$ cat config.mk
export PLATFORM = sky130hd
export DESIGN_NAME = prio_irq_ctrl
export DESIGN_NICKNAME = d
export VERILOG_FILES = /design/src/rtl/pic_pkg.sv /design/src/rtl/pic_timer.sv /design/src/rtl/pic_pend.sv /design/src/rtl/pic_select.sv /design/src/rtl/prio_irq_ctrl.sv
export SDC_FILE = /design/constraint.sdc
export NUM_CORES = 1
export LEC_CHECK = 0
export BUFFER_PORTS_ARGS = -buffer_cell sky130_fd_sc_hd__buf_4
export CORE_AREA = 5 5 69 71
export DETAILED_ROUTE_END_ITERATION = 10
export DIE_AREA = 0 0 74 76
export SLEW_MARGIN = 20
export SYNTH_ARGS = -nofsm -noshare
export SYNTH_HDL_FRONTEND = slang
export SYNTH_SLANG_ARGS = --single-unit
$ cat constraint.sdc
create_clock -name clk -period 4.9 [get_ports clk]
set_clock_uncertainty 0.05 [all_clocks]
set_input_delay 0.245 -clock clk [delete_from_list [all_inputs] [get_ports clk]]
set_output_delay 0.245 -clock clk [all_outputs]
set_load 0.005 [all_outputs]
$ cat src/rtl/pic_pkg.sv
package pic_pkg;

   // identifier width able to code every source plus the reserved NMI code
   function automatic int id_bits(input int n_src);
      return (n_src + 1 > 1) ? $clog2(n_src + 1) : 1;
   endfunction

endpackage

$ cat src/rtl/pic_timer.sv
module pic_timer #(
   parameter int CNT_W = 16
) (
   input  logic             clk,
   input  logic             rst_n,
   input  logic             load_i,
   input  logic [CNT_W-1:0] value_i,
   output logic             fire_o
);

   logic [CNT_W-1:0] cnt_q;
   logic             run_q;
   logic             last_tick;

   assign last_tick = run_q && (cnt_q <= CNT_W'(1));
   assign fire_o    = last_tick && !load_i;

   always_ff @(posedge clk or negedge rst_n) begin
      if (!rst_n) begin
         cnt_q <= '0;
         run_q <= 1'b0;
      end else if (load_i) begin
         cnt_q <= value_i;
         run_q <= 1'b1;
      end else if (last_tick) begin
         cnt_q <= '0;
         run_q <= 1'b0;
      end else if (run_q) begin
         cnt_q <= cnt_q - CNT_W'(1);
      end
   end

endmodule

$ cat src/rtl/pic_pend.sv
module pic_pend #(
   parameter int N = 6
) (
   input  logic         clk,
   input  logic         rst_n,
   input  logic [N-1:0] set_i,
   input  logic [N-1:0] clr_i,
   output logic [N-1:0] pend_o
);

   for (genvar i = 0; i < N; i++) begin : g_bit
      logic flag_q;
      always_ff @(posedge clk or negedge rst_n) begin
         if (!rst_n)
            flag_q <= 1'b0;
         else if (set_i[i])
            flag_q <= 1'b1;
         else if (clr_i[i])
            flag_q <= 1'b0;
      end
      assign pend_o[i] = flag_q;
   end

endmodule

$ cat src/rtl/pic_select.sv
module pic_select #(
   parameter int N    = 5,
   parameter int ID_W = 3
) (
   input  logic [N-1:0]    vec_i,
   output logic            any_o,
   output logic [ID_W-1:0] id_o
);

   always_comb begin
      any_o = 1'b0;
      id_o  = '0;
      for (int i = N - 1; i >= 0; i--) begin
         if (vec_i[i]) begin
            any_o = 1'b1;
            id_o  = ID_W'(i);
         end
      end
   end

endmodule

$ cat src/rtl/prio_irq_ctrl.sv
module prio_irq_ctrl #(
   parameter int NUM_DEV   = 4,
   parameter int TMR_W     = 16,
   parameter bit HAS_TIMER = 1'b1,
   localparam int NSRC     = NUM_DEV + 1,
   localparam int NMI_ID   = NSRC,
   localparam int ID_W     = pic_pkg::id_bits(NSRC)
) (
   input  logic               clk,
   input  logic               rst_n,
   input  logic [NUM_DEV-1:0] req_i,
   input  logic [NSRC-1:0]    mask_i,
   input  logic               gie_i,
   input  logic               nmi_i,
   input  logic               tmr_load_i,
   input  logic [TMR_W-1:0]   tmr_value_i,
   input  logic               ack_i,
   input  logic [ID_W-1:0]    ack_id_i,
   output logic               irq_o,
   output logic [ID_W-1:0]    irq_id_o
);

   if (NUM_DEV < 1) begin : g_bad_dev
      $error("prio_irq_ctrl: NUM_DEV must be at least 1");
   end
   if (TMR_W < 1) begin : g_bad_tmr
      $error("prio_irq_ctrl: TMR_W must be at least 1");
   end

   logic [NUM_DEV:0] ext_now;
   logic [NUM_DEV:0] edge_q;
   logic [NUM_DEV:0] rise;
   logic             tmr_fire;
   logic [NSRC:0]    set_vec;
   logic [NSRC:0]    clr_vec;
   logic [NSRC:0]    pend_q;
   logic [NSRC-1:0]  eligible;
   logic             sel_any;
   logic [ID_W-1:0]  sel_id;

   // edge detection on device lines and the non-maskable line
   assign ext_now = {nmi_i, req_i};
   assign rise    = ext_now & ~edge_q;

   always_ff @(posedge clk or negedge rst_n) begin
      if (!rst_n)
         edge_q <= '0;
      else
         edge_q <= ext_now;
   end

   if (HAS_TIMER) begin : g_timer
      pic_timer #(.CNT_W(TMR_W)) u_tmr (
         .clk     (clk),
         .rst_n   (rst_n),
         .load_i  (tmr_load_i),
         .value_i (tmr_value_i),
         .fire_o  (tmr_fire)
      );
   end else begin : g_no_timer
      assign tmr_fire = 1'b0;
   end

   assign set_vec = {rise[NUM_DEV], tmr_fire, rise[NUM_DEV-1:0]};

   always_comb begin
      for (int i = 0; i <= NSRC; i++)
         clr_vec[i] = ack_i && (ack_id_i == ID_W'(i));
   end

   pic_pend #(.N(NSRC + 1)) u_pend (
      .clk    (clk),
      .rst_n  (rst_n),
      .set_i  (set_vec),
      .clr_i  (clr_vec),
      .pend_o (pend_q)
   );

   assign eligible = pend_q[NSRC-1:0] & ~mask_i & {NSRC{gie_i}};

   pic_select #(.N(NSRC), .ID_W(ID_W)) u_sel (
      .vec_i (eligible),
      .any_o (sel_any),
      .id_o  (sel_id)
   );

   always_comb begin
      if (pend_q[NSRC]) begin
         irq_o    = 1'b1;
         irq_id_o = ID_W'(NMI_ID);
      end else begin
         irq_o    = sel_any;
         irq_id_o = sel_any ? sel_id : '0;
      end
   end

endmodule

=== Word-level counts from Yosys, hierarchy flattened ===
Index checks and enable logic that the tools add are counted.

* Register bits: 28
* Output and inout port bits: 4
* Logic and storage cells: 69

* $add $sub $neg: 1
* $lt $le $gt $ge: 1
* Eq/ne operators: 5
* Muxes and demuxes: 30
* Bitwise gates (word level): 5
* Reduce and logical (&&, ||, !) cells: 18

{| class="wikitable"
|+ Operators by type and width
! kind !! count
|-
| $mux W16 || 3
|-
| $mux W3 || 7
|-
| $mux W1 || 20
|-
| $le A16 B1 Y1 const B || 1
|-
| $sub A16 B1 Y16 const B || 1
|-
| $and A5 B5 Y5 || 3
|-
| $reduce_bool A2 Y1 || 7
|-
| $not A5 Y5 || 2
|-
| $logic_and A1 B1 Y1 || 8
|-
| $eq A3 B2 Y1 const B || 2
|-
| $eq A3 B3 Y1 const B || 2
|-
| $eq A3 B1 Y1 const B || 1
|-
| $logic_not A3 Y1 || 1
|-
| $reduce_bool A3 Y1 || 1
|-
| $logic_not A1 Y1 || 1
|}

=== Longest topological paths before layout ===
* Depth in word-level cells: 10
* Depth in mapped cells: 6

=== Cells and area by module ===
A second synthesis with hierarchy kept.

* Cell total of the unflattened synthesis: 174
* Area total of the unflattened synthesis: 1,657.8 µm²

{| class="wikitable"
|+ By module, submodules not included
! module !! times used !! cells an instance !! area an instance (µm²) !! seq. area each (µm²)
|-
| pic_timer || 1 || 117 || 1,041.0 || 425.4
|-
| prio_irq_ctrl || 1 || 25 || 305.3 || 125.1
|-
| pic_pend || 1 || 24 || 262.8 || 150.1
|-
| pic_select || 1 || 8 || 48.8 || 0.0
|}

=== Worst setup path after synthesis ===
No wires, ideal clock.

* Path type: reg-to-reg
* Start point: reg g_timer.u_tmr.cnt_q[2]
* End point: reg g_timer.u_tmr.cnt_q[9]
* Setup time: 120 ps
* Data arrival time: 1,523 ps
* Data required time: 4,730 ps
* Path slack: 3,206 ps
* Cell stages (with the launch flop): 5
* Buffers on the path: 0
* Clock period less this slack: 1,694 ps
* Path through: dfrtp_1 > nor4_1 > nand4b_1 > xnor2_1 > o211a_1

* Cells in the longest elaborated chain, start to end: 4
* Elaborated cells between the ends (all ways): 7
* Classes of those cells: 1 x add/sub; 1 x order compare; 3 x mux; 2 x reduce/logical

{| class="wikitable"
|+ Ends and longest elaborated chain
! item !! RTL line !! source
|-
| start: declaration || pic_timer.sv:11 || <nowiki>logic [CNT_W-1:0] cnt_q;</nowiki>
|-
| start signal: assignment || pic_timer.sv:23 || <nowiki>cnt_q <= value_i;</nowiki>
|-
| start signal: assignment || pic_timer.sv:29 || <nowiki>cnt_q <= cnt_q - CNT_W'(1);</nowiki>
|-
| $sub A16 B1 Y16 or $le A16 B1 Y1 (tied branches) || pic_timer.sv:29, pic_timer.sv:15 ||
|-
| $mux W16 or $logic_and A1 B1 Y1 (tied branches) || pic_timer.sv:28, pic_timer.sv:15 ||
|-
| $mux W16 || pic_timer.sv:25 || <nowiki>end else if (last_tick) begin</nowiki>
|-
| $mux W16 || pic_timer.sv:22 || <nowiki>end else if (load_i) begin</nowiki>
|}

Parallel ways exist; a longest one is shown, timed or not. The select of a mux whose other input is x is not followed.
A chain may end at the register's enable or synchronous reset.

=== Final worst setup path ===
Ends and elaborated chain as after synthesis.

==> results.ini <==
[floorplan]
die_height_um = 76
rows = 24
boundaryPins = 38
die_x_um = 74
start_util_pct = 37.6
core_mm2 = 0.00417
die-area_mm2 = 0.00562

[worst_hold_path]
min_path_type = input port to flop
holdCritStartpoint = req_i[1]

[final_layout]
drive_gt1_share_pct = 22.0
final_cell_count_no_fill = 252
layout_commonest_cell = buf_4
final_cell_mix = buf_4, dfrtp_1, o21ai_0, nand2_1, inv_1
num_antenna_cells = 0
syn2layout_area_growth_pct = 23.6
layout.nets = 238

[placed_design]
dpl_worst_slack_ns = 2.94
portBuffers = 37
post-dp-hpwl_um = 2860
gp_congestion = 0.859
dp.cells = 248

[sta]
maxSlewHeadroom_pct = 43.0
rsz0062_at_grt = no
setup_viol = 0
max_freq_mhz = 511
min_period_ns = 1.96
tightest_slew_ns = 0.847
setup_ws_ns = 2.94
finalCritPeriodShare_pct = 40.0
finalMaxSlewViolations = 0
fin_setup_tns_ns = 0
hold_violations = 0

[detailed_routing]
vias = 1358
routed_wl_um = 3760
drtPass1Iterations = 4
route.detailed.drc = 0
viasPerCell = 5.39
detail-route-antenna-nets = 0
drtIter0Drc = 41
drt-wirelength-per-cell_um = 14.9

[worst_setup_path]
end_kind = flop
worstPathCellList = nor4_1 > nand4b_1 > xnor2_1 > o211a_1
cpPeakStageDelay_ns = 0.76
crit_family = simple AND/OR/NAND/NOR gates
crit_fanout = 6
cpMaxStageDelayCell = nor4_1
r2r_start = g_timer.u_tmr.cnt_q[2]
worst-path-buf-inv = 0
worstSetupPathType = flop to flop
crit_start = g_timer.u_tmr.cnt_q[2]
crit_arrival_ns = 2.07
cp-start-kind = flop
critPathRequiredTime_ns = 5.02

[power]
worst_ir_drop_vdd_mv = 0.0847
power_leakage_nw = 0.824
powerDensity_mw_per_mm2 = 259

[clocking]
postCtsSetupBuffers = 0
clkLatencyLatePin_ns = 0.27
numCtsBuffers = 3
clk_path_buf_depth = 2
cts.sinks = 28
clockRootBuffer = clkbuf_8
clkTransAtPathRegs_ns = 0.09
htree_levels = 1
cts_tree = done

[global_route]
grtUsageTotal_pct = 13.8
grt_max_degree = 31
grt_pass1_wl_um = 6390
first_global_vias = 1457
grt.overflow.total = 0
antenna_found_initial = 0

[synthesis]
synth-edff-count = 0
seq_area_frac_synth_pct = 44.6
synth_top_area_cell = dfrtp_1
synthTopCellsByArea = dfrtp_1, o21ai_0, o211a_1, xnor2_1, nand2b_1
synth_seq_cells = 28
syn_avg_cell_area_um2 = 9.58
synthCells = 164
synthesis.area_mm2 = 0.00157
yosysTopAreaCellShare_pct = 44.6
syn-num-nets = 200
ys_types = 39
synth_ff_type = dfrtp_1
yosys_warnings = 0
synth-async-reset-ratio_pct = 100

[run_status]
status = complete, no violations

[job]
drv_cap = 0

[metal layers]
layer  GRT usage [%]  wire, um  vias to the layer above
li1                -         -                      672
met1            16.3      1560                      646
met2            25.4      1940                       38
met3            2.37       248                        2
met4            2.90        13                        0
met5               0         0                        -
[area by class of cell]
class / count / area [um^2]
Fill cell: 394 / 2230
Multi-Input combinational cell: 121 / 811
Sequential cell: 28 / 701
Timing Repair Buffer: 38 / 288
Tap cell: 52 / 65.1
Clock buffer: 3 / 41.3
Inverter: 10 / 37.5
[flip-flops by register name (all words and copies together), names as in the netlist]
name,flops
edge_q,5
g_timer.u_tmr.cnt_q,16
g_timer.u_tmr.run_q,1
u_pend.g_bit.flag_q,6
[per-stage QoR]
step	hold WS, ns	power, W	utilization (%)	cell area, um^2
2_1_floorplan	-0.101	0.000336	-	1570
3_3_place_gp	0.131	0.000381	45.3	1890
3_5_place_dp	0.141	0.000385	45.3	1890
4_1_cts	0.0301	0.000510	46.6	1940
5_1_grt	0.0287	0.000530	46.6	1940
6_report	0.0347	0.000504	46.6	1940
[cell usage after synthesis (3+ instances only)]
cell      count
o211a_1       6
a31oi_1       4
nand4b_1      3
dfrtp_1      28
nand3b_1      3
and2_1        5
o211ai_1      3
nor2_1        6
inv_1         9
o31ai_1       6
clkbuf_1      4
nand2_1      13
nor4_1        4
o21ai_0      14
nor3_1        4
nand4_1       5
nand2b_1      8
or3_1         3
nand3_1       3
nor2b_1       4
xnor2_1       6
[worst paths after layout]
| kind | to | slack, ns | cells past startpoint |
|---|---|---|---|
| setup / recovery | g_timer.u_tmr.cnt_q[9] | 2.94 | 4 |
| hold / removal | edge_q[1] | 0.03 | 1 |
| setup reg to reg | g_timer.u_tmr.cnt_q[9] | 2.94 | 4 |
| hold reg to reg | u_pend.g_bit[3].flag_q | 0.37 | 1 |
| max in group asynchronous | g_timer.u_tmr.cnt_q[3] | 4.15 | 2 |
| min in group asynchronous | u_pend.g_bit[2].flag_q | 0.37 | 2 |
[repair_timing]
| item | 4_1_cts | 5_1_grt |
|---|---|---|
| hold buffers | 1 | 0 |
| hold endpoints to repair | 28 | 0 |
| gates resized for setup | 0 | 0 |
[logic make-up (layout without fill, tap and decap cells)]
kind of cell / count (synthesis) / in the layout / synth area share (%)
compound gates: 43 / 43 / 19.0
simple gates: 68 / 68 / 26.5
flops: 28 / 28 / 44.6
buf+inv: 15 / 51 / 3.82
fa+ha+maj: 2 / 2 / 1.59
xor+xnor: 8 / 8 / 4.46
[report_power, final]
group	internal, W	switching, W	leakage (nW)
clock network	0.0000551	0.0000684	0.0216
logic	0.0000542	0.0000469	0.484
registers	0.000252	0.0000271	0.318
Note: power is estimated with default switching activity, not from simulation.
